--- config.mk ---
export PLATFORM = sky130hd
export DESIGN_NAME = rle_bit_expander
export DESIGN_NICKNAME = d
export VERILOG_FILES = /design/src/rtl/rle_bit_expander.sv
export SDC_FILE = /design/constraint.sdc
export NUM_CORES = 1
export LEC_CHECK = 0
export BUFFER_PORTS_ARGS = -buffer_cell sky130_fd_sc_hd__buf_4
export CORE_AREA = 2 2 57 65
export DETAILED_ROUTE_END_ITERATION = 8
export DIE_AREA = 0 0 59 67
export PLACE_DENSITY_LB_ADDON = 0.2
export SYNTH_ARGS = -nofsm -noshare
export SYNTH_HDL_FRONTEND = slang
export SYNTH_SLANG_ARGS = --single-unit
export TNS_END_PERCENT = 50
--- constraint.sdc ---
create_clock -name clk -period 2.1 [get_ports clk]
set_clock_uncertainty 0.15 [all_clocks]
set_input_delay 0.315 -clock clk [delete_from_list [all_inputs] [get_ports clk]]
set_output_delay 0.315 -clock clk [all_outputs]
set_load 0.02 [all_outputs]
--- src/rtl/rle_bit_expander.sv ---
module rle_bit_expander #(
  parameter int MAX_ONES = 226
) (
  input  logic       clk,
  input  logic       rst_n,
  input  logic       start,
  input  logic       code_valid,
  input  logic [7:0] code_data,
  output logic       code_ready,
  output logic       bit_valid,
  output logic       bit_data,
  input  logic       bit_ready,
  output logic       busy
);
  localparam int HDR_LEN = 16;
  localparam logic [HDR_LEN-1:0] HDR = 16'hFF20;
  localparam int LONG_CODE = MAX_ONES + 1;
  localparam int ZERO_BASE = MAX_ONES + 2;

  logic [4:0] hdr_left;
  logic [7:0] run_left;
  logic       run_bit;
  logic       tail_pend;
  logic       tail_bit;

  wire hdr_on = hdr_left != 5'd0;
  wire run_on = run_left != 8'd0;
  wire [3:0] hdr_idx = 4'(hdr_left - 5'd1);
  wire take_code = code_valid && code_ready;
  wire take_bit  = bit_valid && bit_ready;

  assign bit_valid  = hdr_on || run_on || tail_pend;
  assign bit_data   = hdr_on ? HDR[hdr_idx] : (run_on ? run_bit : tail_bit);
  assign code_ready = !bit_valid && !start;
  assign busy       = bit_valid;

  always_ff @(posedge clk) begin
    if (!rst_n || start) begin
      hdr_left  <= 5'(HDR_LEN);
      run_left  <= '0;
      tail_pend <= 1'b0;
      if (!rst_n) begin
        run_bit  <= 1'b0;
        tail_bit <= 1'b0;
      end
    end else begin
      if (take_bit) begin
        if (hdr_on)      hdr_left  <= hdr_left - 5'd1;
        else if (run_on) run_left  <= run_left - 8'd1;
        else             tail_pend <= 1'b0;
      end
      if (take_code) begin
        if (code_data == 8'd0) begin
          run_left  <= '0;
          tail_pend <= 1'b0;
        end else if (code_data <= 8'(MAX_ONES)) begin
          run_left  <= code_data;
          run_bit   <= 1'b1;
          tail_pend <= 1'b1;
          tail_bit  <= 1'b0;
        end else if (code_data == 8'(LONG_CODE)) begin
          run_left  <= 8'(MAX_ONES);
          run_bit   <= 1'b1;
          tail_pend <= 1'b0;
        end else if (code_data == 8'd255) begin
          run_left  <= '0;
          tail_pend <= 1'b1;
          tail_bit  <= 1'b1;
        end else begin
          run_left  <= code_data - 8'(ZERO_BASE);
          run_bit   <= 1'b0;
          tail_pend <= 1'b1;
          tail_bit  <= 1'b1;
        end
      end
    end
  end

  assert_hold_R8: assert property (@(posedge clk) disable iff (!rst_n)
    (bit_valid && !bit_ready && !start) |=> (bit_valid && $stable(bit_data)));

  assert_header_first_R1: assert property (@(posedge clk) disable iff (!rst_n)
    start |=> (bit_valid && bit_data && !code_ready));

  assert_restart_R9: assert property (@(posedge clk) disable iff (!rst_n)
    start |=> (hdr_left == 5'(HDR_LEN)));

  assert_zero_code_R6: assert property (@(posedge clk) disable iff (!rst_n)
    (code_valid && code_ready && code_data == 8'd0) |=> !busy);

  assert_code_busy_R10: assert property (@(posedge clk) disable iff (!rst_n)
    (code_valid && code_ready && code_data != 8'd0) |=> busy);

  assert_one_at_a_time_R7: assert property (@(posedge clk) disable iff (!rst_n)
    bit_valid |-> !code_ready);
endmodule

# --- Yosys cells after proc, flatten, opt, wreduce, memory -nomap -nowiden ---
# Memory sizes are Yosys's and may differ from the RTL's.
# Index checks and enable logic that the tools add are counted.
totals:
  reg_bits: 16
  latchBits: 0
  mem_bits_rw: 0
  mem_bits_ro: 16
  inputBits: 13
  output_inout_bits: 4
  wordCells: 69
  mem_count: 1
memory_table:
  columns: ["memory", "depth", "width", "read_ports", "rd_ports_with_merged_regs", "write_ports", "line", "text"]
  rows:
  - ["(no name shown)", 16, 1, 1, 0, 0, "33", "assign bit_data = hdr_on ? HDR[hdr_idx] : (run_on ? run_bit : tail_bit);"]
op_classes:
  add_sub_neg: 3
  mul: 0
  n_div: 0
  order_cmp: 2
  eq_ne: 8
  shifts: 0
  muxes: 30
  bitwise_logic: 0
  reduce_logical: 20
ops:
  columns: ["op", "count"]
  rows:
  - ["8-bit 2-to-1 mux", 8]
  - ["1-bit 2-to-1 mux", 22]
  - ["8-bit == test (second input constant)", 2]
  - ["8-bit <= comparator (second input constant)", 1]
  - ["8-bit logical NOT", 1]
  - ["4-bit AND reduction", 2]
  - ["8-bit nonzero test", 1]
  - ["8-bit by 1-bit subtractor with 8-bit output (second input constant)", 1]
  - ["8-bit subtractor (second input constant)", 1]
  - ["3-bit AND reduction", 2]
  - ["2-bit nonzero test", 3]
  - ["4-bit by 5-bit < comparator with 1-bit output (second input constant)", 1]
  - ["5-bit nonzero test", 1]
  - ["5-bit by 1-bit subtractor with 5-bit output (second input constant)", 1]
  - ["2-bit by 1-bit inequality test with 1-bit output (second input constant)", 2]
  - ["2-bit inequality test (second input constant)", 2]
  - ["4-bit inequality test (second input constant)", 1]
  - ["1-bit logical AND", 3]
  - ["1-bit logical NOT", 3]
  - ["1-bit logical OR", 3]
  - ["3-bit inequality test (second input constant)", 1]
  - ["2-bit AND reduction", 1]

# --- Depth between registers and ports, before layout ---
# Gate-level depths: netlist of run 1.
logic_depth:
  ltp_word: 8
  depth_mapped: 7
  mapped_depth_nobuf: 6

# --- Least setup slack after synthesis of run 1 ---
# Ideal clock, no wire load.
synth_path:
  kind: "reg2out"
  start: "register run_left[0]"
  end: "output code_ready"
  arrival_ps: 2012
  required_time_ps: 1635
  path_slack_ps: -377
  stages_incl_launch_ff: 7
  path_buffers: 0
  cell_sequence: "dfxtp_1 -> inv_1 -> ha_1 -> or3b_1 -> or2_4 -> or3_4 -> nor2_1"
synth_via:
  elab_chain_cells: 5
synth_lines:
  columns: ["item", "line", "text"]
  rows:
  - ["start: declaration", "21", "logic [7:0] run_left;"]
  - ["start signal: assignment", "49", "else if (run_on) run_left <= run_left - 8'd1;"]
  - ["start signal: assignment", "57", "run_left <= code_data;"]
  - ["start signal: assignment", "62", "run_left <= 8'(MAX_ONES);"]
  - ["8-bit nonzero test", "27", "wire run_on = run_left != 8'd0;"]
  - ["1-bit logical OR (2 in a row)", "32", "assign bit_valid = hdr_on || run_on || tail_pend;"]
  - ["named net bit_valid", "10", "output logic bit_valid,"]
  - ["1-bit logical NOT", "34", "assign code_ready = !bit_valid && !start;"]
  - ["1-bit logical AND", "34", null]
  - ["end: declaration", "9", "output logic code_ready,"]
# The timed path passes the listed nets, and every way through them passes these cells.

# --- Worst setup path after layout of run 1 ---
layout_path:
  start: "register run_left[1]"
  end: "output code_ready"
layout_via:
  elab_chain_cells: 5
layout_lines:
  columns: ["item", "line"]
  rows:
  - ["8-bit nonzero test", "27"]
  - ["1-bit logical OR (2 in a row)", "32"]
  - ["1-bit logical NOT", "34"]
  - ["1-bit logical AND", "34"]
# Every way passes these cells.

==> report_table.html, run 1 <==
<table>
<tr><th>Metric</th><th>Value</th></tr>
<tr><th colspan="2">Run status</th></tr>
<tr><td>Outcome</td><td>finished with violations</td></tr>
<tr><td>Violations in the final reports</td><td>negative setup slack</td></tr>
<tr><th colspan="2">Critical path</th></tr>
<tr><td>Slowest cell on crit path</td><td>or3b_4</td></tr>
<tr><td>Depth of the worst register-to-register path</td><td>7</td></tr>
<tr><td>Critical path type</td><td>reg -&gt; out</td></tr>
<tr><td>Worst path arrival time</td><td>1990 ps</td></tr>
<tr><td>Max stage delay on crit path</td><td>370 ps</td></tr>
<tr><td>Reg2reg start</td><td>run_left[3]</td></tr>
<tr><td>Setup slack of the worst register-to-register path</td><td>-40 ps</td></tr>
<tr><td>R2r endpoint</td><td>run_left[6]</td></tr>
<tr><td>Critical path's top delay family</td><td>simple AND/OR/NAND/NOR gates</td></tr>
<tr><td>CP Launch Type</td><td>flop</td></tr>
<tr><td>Highest fanout seen on the critical path</td><td>3</td></tr>
<tr><td>Buf+Inv Stages, Crit Path</td><td>2</td></tr>
<tr><td>Req. time, crit path</td><td>1630 ps</td></tr>
<tr><td>Kind of capture point of the worst setup path</td><td>output port</td></tr>
<tr><td>Worst-path cell chain</td><td>inv_2, ha_4, or3b_4, or2_4, or3_4, nor2_4, buf_6</td></tr>
<tr><th colspan="2">Die</th></tr>
<tr><td>Die width</td><td>59 µm</td></tr>
<tr><td>Area of the core</td><td>0.00325 mm²</td></tr>
<tr><td>Die Y-Extent</td><td>67 µm</td></tr>
<tr><td>Initial core utilization</td><td>39.5%</td></tr>
<tr><td>Io pins</td><td>17</td></tr>
<tr><td>Standard-cell rows</td><td>22</td></tr>
<tr><td>Die area</td><td>0.00395 mm²</td></tr>
<tr><th colspan="2">Timing</th></tr>
<tr><td>Max transition margin</td><td>61.0%</td></tr>
<tr><td>Fmax</td><td>407 MHz</td></tr>
<tr><td>Final setup slack of the worst path</td><td>-355 ps</td></tr>
<tr><td>Final hold violation count</td><td>0</td></tr>
<tr><td>Worst slew pin tran</td><td>585 ps</td></tr>
<tr><td>RSZ-0062 raised after global routing</td><td>yes</td></tr>
<tr><td>Part of the cycle the worst path needs</td><td>117%</td></tr>
<tr><td>Final number of max-transition violations</td><td>0</td></tr>
<tr><td>Final setup fails</td><td>9</td></tr>
<tr><td>Period minus WS final</td><td>2450 ps</td></tr>
<tr><th colspan="2">Route</th></tr>
<tr><td>Iteration-0 DRC Markers</td><td>36</td></tr>
<tr><td>Via/cell ratio</td><td>5.61</td></tr>
<tr><td>Residual DRC count</td><td>0</td></tr>
<tr><td>Residual antenna-violating net count after detailed routing</td><td>0</td></tr>
<tr><td>Detailed-routing iteration count for the pre-antenna-repair pass</td><td>6</td></tr>
<tr><td>Total number of vias</td><td>1297</td></tr>
<tr><td>Wire length reported by the detailed router</td><td>3.38 mm</td></tr>
<tr><td>Routed length per placed instance</td><td>14.6 µm</td></tr>
<tr><th colspan="2">Clock tree</th></tr>
<tr><td>Number of clock sinks seen by CTS</td><td>16</td></tr>
<tr><td>CTS tree</td><td>built</td></tr>
<tr><td>H-tree depth</td><td>1</td></tr>
<tr><td>Latest clock arrival within the worst-skew pair</td><td>290 ps</td></tr>
<tr><td>Cts bufs inserted</td><td>3</td></tr>
<tr><td>Clock transition at the register clock pins on the worst setup and hold paths after CTS</td><td>100 ps</td></tr>
<tr><td>Deepest clock path buffer count</td><td>2</td></tr>
<tr><td>Cell at the root of the clock tree</td><td>clkbuf_4</td></tr>
<tr><th colspan="2">Power and ir drop</th></tr>
<tr><td>Share of total power in the clock network</td><td>23.8%</td></tr>
<tr><td>Switching power share of the total</td><td>30.1%</td></tr>
<tr><td>Internal power consumption</td><td>490 µW</td></tr>
<tr><td>Combinational power share</td><td>30.0%</td></tr>
<tr><td>Leakage power total</td><td>0.000725 µW</td></tr>
<tr><td>Switching power total</td><td>211 µW</td></tr>
<tr><td>Total power divided by cell area</td><td>392 mW/mm²</td></tr>
<tr><td>Power share of the sequential group</td><td>46.1%</td></tr>
<tr><td>Worst IR drop on VDD</td><td>0.000159 V</td></tr>
<tr><td>Tot Pwr</td><td>701 µW</td></tr>
<tr><th colspan="2">Yosys</th></tr>
<tr><td>Post-Synthesis Cells</td><td>148</td></tr>
<tr><td>Count of flip-flops with a built-in enable after synthesis</td><td>2</td></tr>
<tr><td>Combined area of all synthesized cells</td><td>0.00128 mm²</td></tr>
<tr><td>Area share of the leading cell type in the synthesized netlist</td><td>21.9%</td></tr>
<tr><td>Most area-hungry cell type in the Yosys netlist</td><td>dfxtp_1</td></tr>
<tr><td>Synth top area cells</td><td>dfxtp_1 (22%), ha_1 (7.8%), edfxtp_1 (4.7%)</td></tr>
<tr><td>Average cell area after synthesis</td><td>8.67 µm²</td></tr>
<tr><td>Number of flip-flops and latches in the synthesized netlist</td><td>16</td></tr>
<tr><td>Net count after synthesis</td><td>169</td></tr>
<tr><td>Yosys warnings</td><td>0</td></tr>
<tr><td>Async set-or-reset flop fraction in the synthesized netlist</td><td>0%</td></tr>
<tr><td>Top flip-flop cell by instance count after synthesis</td><td>dfxtp_1</td></tr>
<tr><td>Unique cell type count in the Yosys netlist</td><td>50</td></tr>
<tr><td>Sequential element share of the synthesized area</td><td>26.5%</td></tr>
<tr><th colspan="2">Placed design</th></tr>
<tr><td>Sum of net half-perimeters after detailed placement</td><td>2.65 mm</td></tr>
<tr><td>Dpl cell area</td><td>0.00161 mm²</td></tr>
<tr><td>Port buffer count</td><td>16</td></tr>
<tr><td>Placer congestion estimate</td><td>0.808</td></tr>
<tr><th colspan="2">GRT</th></tr>
<tr><td>Wire length of the first global-routing pass</td><td>5.67 mm</td></tr>
<tr><td>Aggregate global-route resource usage</td><td>19.0%</td></tr>
<tr><td>Number of global-route vias before repair</td><td>1256</td></tr>
<tr><td>Pin count of the biggest net entering global routing</td><td>15</td></tr>
<tr><td>GRT Residual Overflow</td><td>0</td></tr>
<tr><td>Antenna violations before repair</td><td>0</td></tr>
<tr><th colspan="2">Flow run</th></tr>
<tr><td>Max Cap Violations</td><td>0</td></tr>
<tr><th colspan="2">Final layout</th></tr>
<tr><td>NumNets Final</td><td>217</td></tr>
<tr><td>Antenna cells</td><td>0</td></tr>
<tr><td>Final cell area excluding filler cells</td><td>0.00179 mm²</td></tr>
<tr><td>Fraction of layout instances using a drive strength above 1</td><td>42.6%</td></tr>
<tr><td>Area growth syn-to-layout</td><td>39.6%</td></tr>
<tr><th colspan="2">Min path</th></tr>
<tr><td>Critical hold path startpoint</td><td>code_data[1]</td></tr>
<tr><td>WHS Path Cells</td><td>3</td></tr>
<tr><td>Class of the tightest hold or removal check</td><td>in -&gt; reg</td></tr>
<tr><td>Sink of the worst hold path</td><td>run_left[1]</td></tr>
</table>
layout make-up:
class	count	area [µm²]
Fill cell	297	1460
Multi-Input combinational cell	115	942
Timing Repair Buffer	50	394
Sequential cell	16	345
Tap cell	36	45.0
Inverter	10	37.5
Clock buffer	3	22.5
Clock inverter	1	3.75
layout by cell type, fill, tap and decap left out, types with 4 or more instances in the layout:
cell / n
nand2_1: 6
nand3_1: 5
ha_1: 6
nand4_1: 5
xor2_1: 6
a21oi_1: 11
dfxtp_2: 4
inv_2: 4
buf_4: 46
o21ai_1: 4
dfxtp_1: 10
nor2_1: 8
inv_1: 6
mux2i_1: 4
stage by stage:
step / TNS (ps) / utilization, % / hold slack, ps / setup slack, ps / cells
global placement: -163 / 49.7 / 337 / -58.2 / 218
CTS: -1600 / 51.2 / 155 / -396 / 223
detailed placement: -283 / 49.7 / 333 / -101 / 218
global route: -2460 / 55.1 / 155 / -447 / 231
floorplan: -315 / - / 301 / -144 / 148
finish: -1420 / 55.1 / 165 / -355 / 231
synth_stat cells (4+ instances only):
library cell	count
mux2i_1	5
nand4_1	5
a21oi_1	11
ha_1	8
xor2_1	6
dfxtp_1	14
nand2_1	6
o21ai_1	4
o2111ai_1	5
nor2_1	9
nand3_1	6
inv_1	10
cells by family (layout without fill, tap and decap cells):
| family | count (synthesis) | after routing | share of synthesized area [%] |
|---|---|---|---|
| mux | 6 | 6 | 4.78 |
| simple gates | 57 | 57 | 30.8 |
| fa+ha+maj | 8 | 8 | 7.81 |
| xor+xnor | 7 | 7 | 4.78 |
| compound gates | 37 | 37 | 18.7 |
| flops | 16 | 16 | 26.5 |
| buf+inv | 17 | 64 | 6.54 |
how the worst max path moves through the flow:
| stage | end | slack, ps | cells past startpoint | start |
|---|---|---|---|---|
| 2_1_floorplan | code_ready | -140 | 5 | run_left[6] |
| 3_3_place_gp | code_ready | -60 | 7 | run_left[1] |
| 3_5_place_dp | run_bit | -100 | 5 | hdr_left[1] |
| 4_1_cts | code_ready | -400 | 7 | run_left[1] |
| 5_1_grt | code_ready | -450 | 7 | run_left[1] |
| 6_report | code_ready | -350 | 7 | run_left[1] |
metal layers:
| metal | global-route usage, % | routed length [µm] | part of all wire, % | up-vias |
|---|---|---|---|---|
| li1 | - | - | - | 653 |
| met1 | 21.4 | 1370 | 41 | 602 |
| met2 | 35.4 | 1840 | 54 | 34 |
| met3 | 1.94 | 97 | 2.9 | 8 |
| met4 | 8.24 | 75 | 2.2 | 0 |
| met5 | 0 | 0 | 0 | - |
state kept, by name, indices dropped and copies added, names as in the netlist:
signal	cells
hdr_left	5
run_bit	1
run_left	8
tail_bit	1
tail_pend	1
what timing repair did:
item / in CTS / in global routing
buffers inserted: 1 / 8
pin swaps: 6 / 9
hold buffers: 0 / 0
gates resized for setup: 3 / 16
endpoints found under the setup margin: 6 / 13
power groups by stage:
stage          logic [µW]  clock network (µW)  registers, µW
3_3_place_gp          183                   0            329
2_1_floorplan         110                   0            332
4_1_cts               189                 176            323
5_1_grt               229                 191            325
3_5_place_dp          186                   0            330
6_report              211                 167            323
worst register-to-register path, delay by kind of cell, from the launching register on:
family                 cells  cell delay (ps)
buffers and inverters      3              520
AO/OA/AOI/OAI              2              260
flip-flops                 1              330
AND/OR/NAND/NOR            2              820
Note: power is estimated with default switching activity, not from simulation.
==> inputs of run 2 (changes only) <==
--- a/config.mk
+++ b/config.mk
@@ -5,10 +5,12 @@
 export SDC_FILE = /design/constraint.sdc
 export NUM_CORES = 1
 export LEC_CHECK = 0
+export ABC_AREA = 1
 export BUFFER_PORTS_ARGS = -buffer_cell sky130_fd_sc_hd__buf_4
-export CORE_AREA = 2 2 57 65
+export CAP_MARGIN = 10
+export CORE_AREA = 2 2 61 69
 export DETAILED_ROUTE_END_ITERATION = 8
-export DIE_AREA = 0 0 59 67
+export DIE_AREA = 0 0 63 71
 export PLACE_DENSITY_LB_ADDON = 0.2
 export SYNTH_ARGS = -nofsm -noshare
 export SYNTH_HDL_FRONTEND = slang
==> run 2 against run 1 <==
Compared with the run above:
- the flow now finishes without violations
- largest power group unchanged
- non-clock buffer count decreased by 29
- synthesized cell count up 63%
- global-route usage is 3.1 points lower
- worst setup slack improved by 480 ps
- die area rose by 13%
- count of clock-buffer cells in the layout stayed put
- combinational power down 22%
- synthesized area increased by 14%
==> report_table.html, run 2 <==
<table>
<tr><th>Metric</th><th>Value</th></tr>
<tr><th colspan="2">Run status</th></tr>
<tr><td>Outcome</td><td>completed</td></tr>
<tr><th colspan="2">GRT</th></tr>
<tr><td>Number of global-route vias before repair</td><td>1346</td></tr>
<tr><td>Pin count of the biggest net entering global routing</td><td>13</td></tr>
<tr><td>Antenna violations before repair</td><td>0</td></tr>
<tr><td>GRT Residual Overflow</td><td>0</td></tr>
<tr><td>Aggregate global-route resource usage</td><td>15.9%</td></tr>
<tr><td>Wire length of the first global-routing pass</td><td>5.72 mm</td></tr>
<tr><th colspan="2">Yosys</th></tr>
<tr><td>Yosys warnings</td><td>0</td></tr>
<tr><td>Synth top area cells</td><td>dfxtp_1 (19%), nand2_1 (16%), inv_1 (11%)</td></tr>
<tr><td>Mux cell area share after synthesis</td><td>0%</td></tr>
<tr><td>Net count after synthesis</td><td>262</td></tr>
<tr><td>Dominant cell by count in the synthesized netlist</td><td>nand2_1</td></tr>
<tr><td>Parity-gate share of the synthesized area counting xor and xnor cells</td><td>1.80%</td></tr>
<tr><td>Async set-or-reset flop fraction in the synthesized netlist</td><td>0%</td></tr>
<tr><td>Simple-Gate Fraction of Synth Area</td><td>44.1%</td></tr>
<tr><td>Number of flip-flops and latches in the synthesized netlist</td><td>16</td></tr>
<tr><td>Compound-Gate Fraction of Synth Area</td><td>9.07%</td></tr>
<tr><td>Top cell types by occurrence after synthesis</td><td>nand2_1 (63), inv_1 (44), nor2_1 (33), nand3_1 (28), dfxtp_1 (14)</td></tr>
<tr><td>Top flip-flop cell by instance count after synthesis</td><td>dfxtp_1</td></tr>
<tr><td>Combined area of all synthesized cells</td><td>0.00146 mm²</td></tr>
<tr><td>Count of flip-flops with a built-in enable after synthesis</td><td>2</td></tr>
<tr><td>Post-Synthesis Cells</td><td>241</td></tr>
<tr><td>Unique cell type count in the Yosys netlist</td><td>24</td></tr>
<tr><td>Average cell area after synthesis</td><td>6.07 µm²</td></tr>
<tr><td>Sequential element share of the synthesized area</td><td>23.3%</td></tr>
<tr><td>Area share of the leading cell type in the synthesized netlist</td><td>19.2%</td></tr>
<tr><td>Most area-hungry cell type in the Yosys netlist</td><td>dfxtp_1</td></tr>
<tr><td>Largest family of logic cells by synthesized area</td><td>simple AND/OR/NAND/NOR gates</td></tr>
<tr><td>Post-synthesis share of cell area spent on full adders, half adders and majority gates</td><td>6.84%</td></tr>
<tr><th colspan="2">Flow run</th></tr>
<tr><td>Max Cap Violations</td><td>0</td></tr>
<tr><th colspan="2">Critical path</th></tr>
<tr><td>Reg2reg start</td><td>hdr_left[0]</td></tr>
<tr><td>Depth of the worst register-to-register path</td><td>8</td></tr>
<tr><td>Kind of capture point of the worst setup path</td><td>output port</td></tr>
<tr><td>Worst setup path start</td><td>hdr_left[0]</td></tr>
<tr><td>Highest fanout seen on the critical path</td><td>4</td></tr>
<tr><td>CP Launch Type</td><td>flop</td></tr>
<tr><td>R2r endpoint</td><td>tail_bit</td></tr>
<tr><td>Worst path arrival time</td><td>1510 ps</td></tr>
<tr><td>Req. time, crit path</td><td>1630 ps</td></tr>
<tr><td>Critical path type</td><td>reg -&gt; out</td></tr>
<tr><td>Setup slack of the worst register-to-register path</td><td>250 ps</td></tr>
<tr><th colspan="2">Power and ir drop</th></tr>
<tr><td>Total power divided by cell area</td><td>431 mW/mm²</td></tr>
<tr><td>Leakage power total</td><td>0.000968 µW</td></tr>
<tr><td>Worst IR drop on VDD</td><td>0.000196 V</td></tr>
<tr><th colspan="2">Placed design</th></tr>
<tr><td>Dpl cell area</td><td>0.00163 mm²</td></tr>
<tr><td>Port buffer count</td><td>16</td></tr>
<tr><td>Sum of net half-perimeters after detailed placement</td><td>2.64 mm</td></tr>
<tr><td>Placer congestion estimate</td><td>0.770</td></tr>
<tr><th colspan="2">Clock tree</th></tr>
<tr><td>CTS tree</td><td>built</td></tr>
<tr><td>H-tree depth</td><td>1</td></tr>
<tr><td>Deepest clock path buffer count</td><td>2</td></tr>
<tr><td>Clock transition at the register clock pins on the worst setup and hold paths after CTS</td><td>60 ps</td></tr>
<tr><td>Cts bufs inserted</td><td>3</td></tr>
<tr><td>Number of clock sinks seen by CTS</td><td>16</td></tr>
<tr><td>Latest clock arrival within the worst-skew pair</td><td>250 ps</td></tr>
<tr><td>Cell at the root of the clock tree</td><td>clkbuf_8</td></tr>
<tr><td>Number of buffers added to fix hold violations after cts</td><td>0</td></tr>
<tr><th colspan="2">Route</th></tr>
<tr><td>Residual DRC count</td><td>0</td></tr>
<tr><td>Wire length reported by the detailed router</td><td>3.27 mm</td></tr>
<tr><td>Detailed-routing iteration count for the pre-antenna-repair pass</td><td>4</td></tr>
<tr><td>Total number of vias</td><td>1420</td></tr>
<tr><td>Iteration-0 DRC Markers</td><td>68</td></tr>
<tr><td>Routed length per placed instance</td><td>10.5 µm</td></tr>
<tr><td>Residual antenna-violating net count after detailed routing</td><td>0</td></tr>
<tr><td>Via/cell ratio</td><td>4.54</td></tr>
<tr><th colspan="2">Timing</th></tr>
<tr><td>Final number of max-transition violations</td><td>0</td></tr>
<tr><td>Period minus WS final</td><td>1980 ps</td></tr>
<tr><td>RSZ-0062 raised after global routing</td><td>no</td></tr>
<tr><td>Hold slack</td><td>270 ps</td></tr>
<tr><td>Part of the cycle the worst path needs</td><td>94.3%</td></tr>
<tr><td>Final setup fails</td><td>0</td></tr>
<tr><td>Worst slew pin tran</td><td>401 ps</td></tr>
<tr><td>Final hold violation count</td><td>0</td></tr>
<tr><td>Fmax</td><td>505 MHz</td></tr>
<tr><td>Max transition margin</td><td>73.1%</td></tr>
<tr><td>Final TNS setup</td><td>0 ps</td></tr>
<tr><th colspan="2">Final layout</th></tr>
<tr><td>Total of fill cells in the finished design</td><td>428</td></tr>
<tr><td>Final cell area excluding filler cells</td><td>0.00170 mm²</td></tr>
<tr><td>Register with the most flip-flops</td><td>run_left</td></tr>
<tr><td>Top flop regs</td><td>run_left (8), hdr_left (5)</td></tr>
<tr><td>Area growth syn-to-layout</td><td>15.9%</td></tr>
<tr><td>Antenna cells</td><td>0</td></tr>
<tr><td>Commonest non-fill, non-tap cell in the layout</td><td>nand2_1</td></tr>
<tr><td>NumNets Final</td><td>283</td></tr>
<tr><td>Fraction of layout instances using a drive strength above 1</td><td>16.1%</td></tr>
<tr><td>Top library cells by usage in the layout, fill and taps aside</td><td>nand2_1 (63), inv_1 (42), nor2_1 (33)</td></tr>
<tr><td>Number of flip-flops under the largest register name</td><td>8</td></tr>
<tr><th colspan="2">Die</th></tr>
<tr><td>Die area</td><td>0.00447 mm²</td></tr>
<tr><td>Die width</td><td>63 µm</td></tr>
<tr><td>Initial core utilization</td><td>38.4%</td></tr>
<tr><td>Io pins</td><td>17</td></tr>
<tr><td>Die Y-Extent</td><td>71 µm</td></tr>
<tr><td>Area of the core</td><td>0.00381 mm²</td></tr>
<tr><td>Standard-cell rows</td><td>24</td></tr>
<tr><th colspan="2">Min path</th></tr>
<tr><td>Critical hold path startpoint</td><td>start</td></tr>
<tr><td>Sink of the worst hold path</td><td>hdr_left[2]</td></tr>
<tr><td>WHS Path Cells</td><td>4</td></tr>
<tr><td>Class of the tightest hold or removal check</td><td>in -&gt; reg</td></tr>
</table>
==> run 2: cell types whose count changed in the layout (fill, tap and decap cells not counted), sizes merged, moves of 3 or more <==
cell     change
nor2        +29
inv         +36
o31ai        -3
nand3       +25
nand2       +60
xor2         -4
nor2b        -3
or2          -3
mux2i        -5
nor4         -5
o2111ai      -5
nor3         -3
buf         -29
==> run 2: logic make-up (layout without fill, tap and decap cells) <==
logic type,after synthesis,after routing
flip-flops,16,16
XOR/XNOR,3,3
AND/OR/NAND/NOR,139,139
buffers and inverters,51,71
adder cells (fa/ha/maj),8,8
AO/OA/AOI/OAI,24,24
==> run 2: power breakdown <==
part	switching, µW	leakage (µW)	internal, µW	total, µW
Sequential	6.03	0.000134	318	325
Combinational	97.3	0.000811	67.1	164
Clock	112	0.0000231	130	242
==> run 2: cell type report <==
| cell class | instances | area, µm² | area share [%] |
|---|---|---|---|
| clock inverters | 1 | 3.75 | 0.221 |
| well taps | 52 | 65.1 | 3.84 |
| clock buffers | 3 | 41.3 | 2.44 |
| flip-flops and latches | 16 | 340 | 20.1 |
| inverters | 46 | 173 | 10.2 |
| multi-input cells | 174 | 915 | 53.9 |
| repair buffers | 21 | 158 | 9.30 |
==> run 2: timing repair <==
action                                  CTS  global route
endpoints found under the setup margin    0             6
gates resized for setup                   0             5
setup buffers                             0             1
==> run 2: worst max path at each step <==
stage | to | cells after the start | slack (ps)
final | bit_data | 7 | 120
after global routing | bit_data | 7 | 1
after CTS | bit_data | 7 | 70
after detailed placement | tail_bit | 8 | 190
after global placement | run_bit | 8 | 230
after floorplan | run_bit | 9 | 310
==> run 2: per-stage QoR <==
step,total power (µW),utilization (%),worst slack (ps),instances
2_1_floorplan,437,-,312,241
3_3_place_gp,492,42.8,226,308
3_5_place_dp,493,42.8,187,308
4_1_cts,744,44.0,69.5,312
5_1_grt,786,44.5,0.990,313
6_report,731,44.5,121,313
==> run 2: worst max-delay path, stage by stage, from the launching register on <==
cell and delay, ps:
dfxtp_1 340, inv_1 90, ha_1 250, xnor2_2 150
o21ai_1 150, nand2_1 70, nand3_1 70, buf_4 140
==> run 2: routing by layer <==
layer	vias to the layer above	global-route usage, %	share of wire [%]	wire, µm
li1	785	-	-	-
met1	605	19.3	47	1530
met2	24	27.7	49	1590
met3	6	2.86	2.9	94
met4	0	6.67	1.9	63
met5	-	0	0	0
==> inputs of run 3 (changes only) <==
--- a/config.mk
+++ b/config.mk
@@ -6,11 +6,12 @@
 export NUM_CORES = 1
 export LEC_CHECK = 0
 export ABC_AREA = 1
-export BUFFER_PORTS_ARGS = -buffer_cell sky130_fd_sc_hd__buf_4
 export CAP_MARGIN = 10
 export CORE_AREA = 2 2 61 69
 export DETAILED_ROUTE_END_ITERATION = 8
 export DIE_AREA = 0 0 63 71
+export DONT_BUFFER_PORTS = 1
+export MAX_ROUTING_LAYER = met4
 export PLACE_DENSITY_LB_ADDON = 0.2
 export SYNTH_ARGS = -nofsm -noshare
 export SYNTH_HDL_FRONTEND = slang
==> run 3 against run 2 <==
Compared with the run above:
- global-route usage is 0.21 points higher
- cell count is 5.1% lower
- highest routed layer unchanged
- routed wire length is 3.3% lower
- cell area is 6.5% lower
- die area stayed put
- clock power is 19% higher
- register-to-register slack worse by 50 ps
- worst hold slack worse by 120 ps
- non-clock buffer count is 16 lower
- sequential power hardly changed
==> report_table.html, run 3 (synthesized netlist as in run 2, its figures left out) <==
<table>
<tr><th>Metric</th><th>Value</th></tr>
<tr><th colspan="2">Critical path</th></tr>
<tr><td>Worst path arrival time</td><td>1480 ps</td></tr>
<tr><td>Highest fanout seen on the critical path</td><td>8</td></tr>
<tr><td>CP Launch Type</td><td>flop</td></tr>
<tr><td>Req. time, crit path</td><td>1630 ps</td></tr>
<tr><td>Critical path type</td><td>reg -&gt; out</td></tr>
<tr><td>Kind of capture point of the worst setup path</td><td>output port</td></tr>
<tr><th colspan="2">Route</th></tr>
<tr><td>Residual antenna-violating net count after detailed routing</td><td>0</td></tr>
<tr><td>Wire length reported by the detailed router</td><td>3.16 mm</td></tr>
<tr><td>Iteration-0 DRC Markers</td><td>76</td></tr>
<tr><td>Detailed-routing iteration count for the pre-antenna-repair pass</td><td>4</td></tr>
<tr><td>Total number of vias</td><td>1348</td></tr>
<tr><td>Residual DRC count</td><td>0</td></tr>
<tr><td>Via/cell ratio</td><td>4.54</td></tr>
<tr><td>Routed length per placed instance</td><td>10.7 µm</td></tr>
<tr><th colspan="2">Power and ir drop</th></tr>
<tr><td>Internal power consumption</td><td>529 µW</td></tr>
<tr><td>Share of total power in the clock network</td><td>38.8%</td></tr>
<tr><td>Leakage power total</td><td>0.000894 µW</td></tr>
<tr><td>Switching power share of the total</td><td>28.7%</td></tr>
<tr><td>Total power divided by cell area</td><td>468 mW/mm²</td></tr>
<tr><td>Power share of the sequential group</td><td>43.7%</td></tr>
<tr><td>Switching power total</td><td>213 µW</td></tr>
<tr><td>Combinational power share</td><td>17.6%</td></tr>
<tr><td>Worst IR drop on VDD</td><td>0.000272 V</td></tr>
<tr><th colspan="2">Timing</th></tr>
<tr><td>Fmax</td><td>515 MHz</td></tr>
<tr><td>Period minus WS final</td><td>1940 ps</td></tr>
<tr><td>Part of the cycle the worst path needs</td><td>92.5%</td></tr>
<tr><td>Max transition margin</td><td>76.3%</td></tr>
<tr><td>RSZ-0062 raised after global routing</td><td>no</td></tr>
<tr><td>Worst slew pin tran</td><td>354 ps</td></tr>
<tr><td>Final number of max-transition violations</td><td>0</td></tr>
<tr><td>Final hold violation count</td><td>0</td></tr>
<tr><td>Final setup fails</td><td>0</td></tr>
<tr><td>Final TNS setup</td><td>0 ps</td></tr>
<tr><th colspan="2">Die</th></tr>
<tr><td>Die area</td><td>0.00447 mm²</td></tr>
<tr><td>Area of the core</td><td>0.00381 mm²</td></tr>
<tr><td>Die width</td><td>63 µm</td></tr>
<tr><td>Initial core utilization</td><td>38.4%</td></tr>
<tr><td>Die Y-Extent</td><td>71 µm</td></tr>
<tr><td>Standard-cell rows</td><td>24</td></tr>
<tr><td>Io pins</td><td>17</td></tr>
<tr><th colspan="2">Final layout</th></tr>
<tr><td>NumNets Final</td><td>267</td></tr>
<tr><td>Number of flip-flops under the largest register name</td><td>8</td></tr>
<tr><td>Number of standard cells in the final layout excluding fillers</td><td>297</td></tr>
<tr><td>Area growth syn-to-layout</td><td>8.38%</td></tr>
<tr><td>Top library cells by usage in the layout, fill and taps aside</td><td>nand2_1 (63), inv_1 (43), nor2_1 (33)</td></tr>
<tr><td>Total of fill cells in the finished design</td><td>432</td></tr>
<tr><td>Antenna cells</td><td>0</td></tr>
<tr><td>Register with the most flip-flops</td><td>run_left</td></tr>
<tr><td>Top flop regs</td><td>run_left (8), hdr_left (5)</td></tr>
<tr><td>Fraction of layout instances using a drive strength above 1</td><td>10.6%</td></tr>
<tr><td>Commonest non-fill, non-tap cell in the layout</td><td>nand2_1</td></tr>
<tr><th colspan="2">Clock tree</th></tr>
<tr><td>CTS tree</td><td>built</td></tr>
<tr><td>Deepest clock path buffer count</td><td>2</td></tr>
<tr><td>Number of clock sinks seen by CTS</td><td>16</td></tr>
<tr><td>H-tree depth</td><td>1</td></tr>
<tr><td>Cts bufs inserted</td><td>3</td></tr>
<tr><td>Latest clock arrival within the worst-skew pair</td><td>250 ps</td></tr>
<tr><td>Cell at the root of the clock tree</td><td>clkbuf_8</td></tr>
<tr><td>Clock transition at the register clock pins on the worst setup and hold paths after CTS</td><td>70 ps</td></tr>
<tr><td>Number of buffers added to fix hold violations after cts</td><td>0</td></tr>
<tr><th colspan="2">Run status</th></tr>
<tr><td>Outcome</td><td>completed</td></tr>
<tr><th colspan="2">Placed design</th></tr>
<tr><td>Placer congestion estimate</td><td>0.777</td></tr>
<tr><td>Sum of net half-perimeters after detailed placement</td><td>2.60 mm</td></tr>
<tr><td>Port buffer count</td><td>0</td></tr>
<tr><td>Placed Instances</td><td>293</td></tr>
<tr><th colspan="2">Flow run</th></tr>
<tr><td>Max Cap Violations</td><td>0</td></tr>
<tr><th colspan="2">Min path</th></tr>
<tr><td>Class of the tightest hold or removal check</td><td>in -&gt; reg</td></tr>
<tr><th colspan="2">GRT</th></tr>
<tr><td>Wire length of the first global-routing pass</td><td>5.60 mm</td></tr>
<tr><td>Pin count of the biggest net entering global routing</td><td>13</td></tr>
<tr><td>GRT Residual Overflow</td><td>0</td></tr>
<tr><td>Number of global-route vias before repair</td><td>1274</td></tr>
<tr><td>Antenna violations before repair</td><td>0</td></tr>
<tr><td>Aggregate global-route resource usage</td><td>16.1%</td></tr>
</table>
[run 3: worst paths after layout]
check / from / to / slack (ps) / depth (start not counted)
setup / recovery: hdr_left[0] / bit_valid / 160 / 7
hold / removal: start / hdr_left[1] / 150 / 3
setup reg to reg: hdr_left[0] / run_bit / 200 / 8
hold reg to reg: hdr_left[0] / hdr_left[0] / 300 / 1
[run 3: worst max-delay path: stages (launching register included)]
cell and delay [ps]:
dfxtp_1 320, inv_1 110, ha_1 170, nand2_2 60
nor2_4 190, nand2_1 100, nor2_1 140, inv_2 130
[run 3: per-stage QoR]
stage | hold WS [ps] | area [µm²] | power (µW) | setup WS, ps | util, %
detailed placement | 291 | 1520 | 459 | 182 | 39.9
global placement | 285 | 1520 | 460 | 174 | 39.9
finish | 150 | 1590 | 742 | 157 | 41.6
CTS | 153 | 1580 | 749 | 91.0 | 41.3
floorplan | 272 | 1460 | 437 | 312 | -
global route | 192 | 1590 | 783 | 8.63 | 41.6
[run 3: area by class of cell]
class	count	area, µm²	share of cell area, %
multi-input combinational	174	915	57.7
sequential	16	340	21.5
inverter	46	173	10.9
tap	52	65.1	4.10
clock buffer	4	55.1	3.47
timing repair buffer	5	37.5	2.37
[run 3: metal layers]
layer | global-route usage [%] | up-vias | wire (µm)
li1 | - | 756 | -
met1 | 20.7 | 572 | 1560
met2 | 25.3 | 18 | 1460
met3 | 2.07 | 2 | 104
met4 | 7.41 | 0 | 42
met5 | - | - | 0
[run 3: power by group through the flow]
stage	Sequential [µW]	Combinational [µW]	Clock [µW]
after floorplan	330	107	0
after global placement	331	129	0
after detailed placement	331	128	0
after CTS	324	129	297
after global routing	325	152	306
final	324	130	288
[run 3: timing repair]
item / CTS / global route
setup endpoints to repair: 0 / 9
gates resized for setup: 0 / 4
setup buffers: 0 / 0
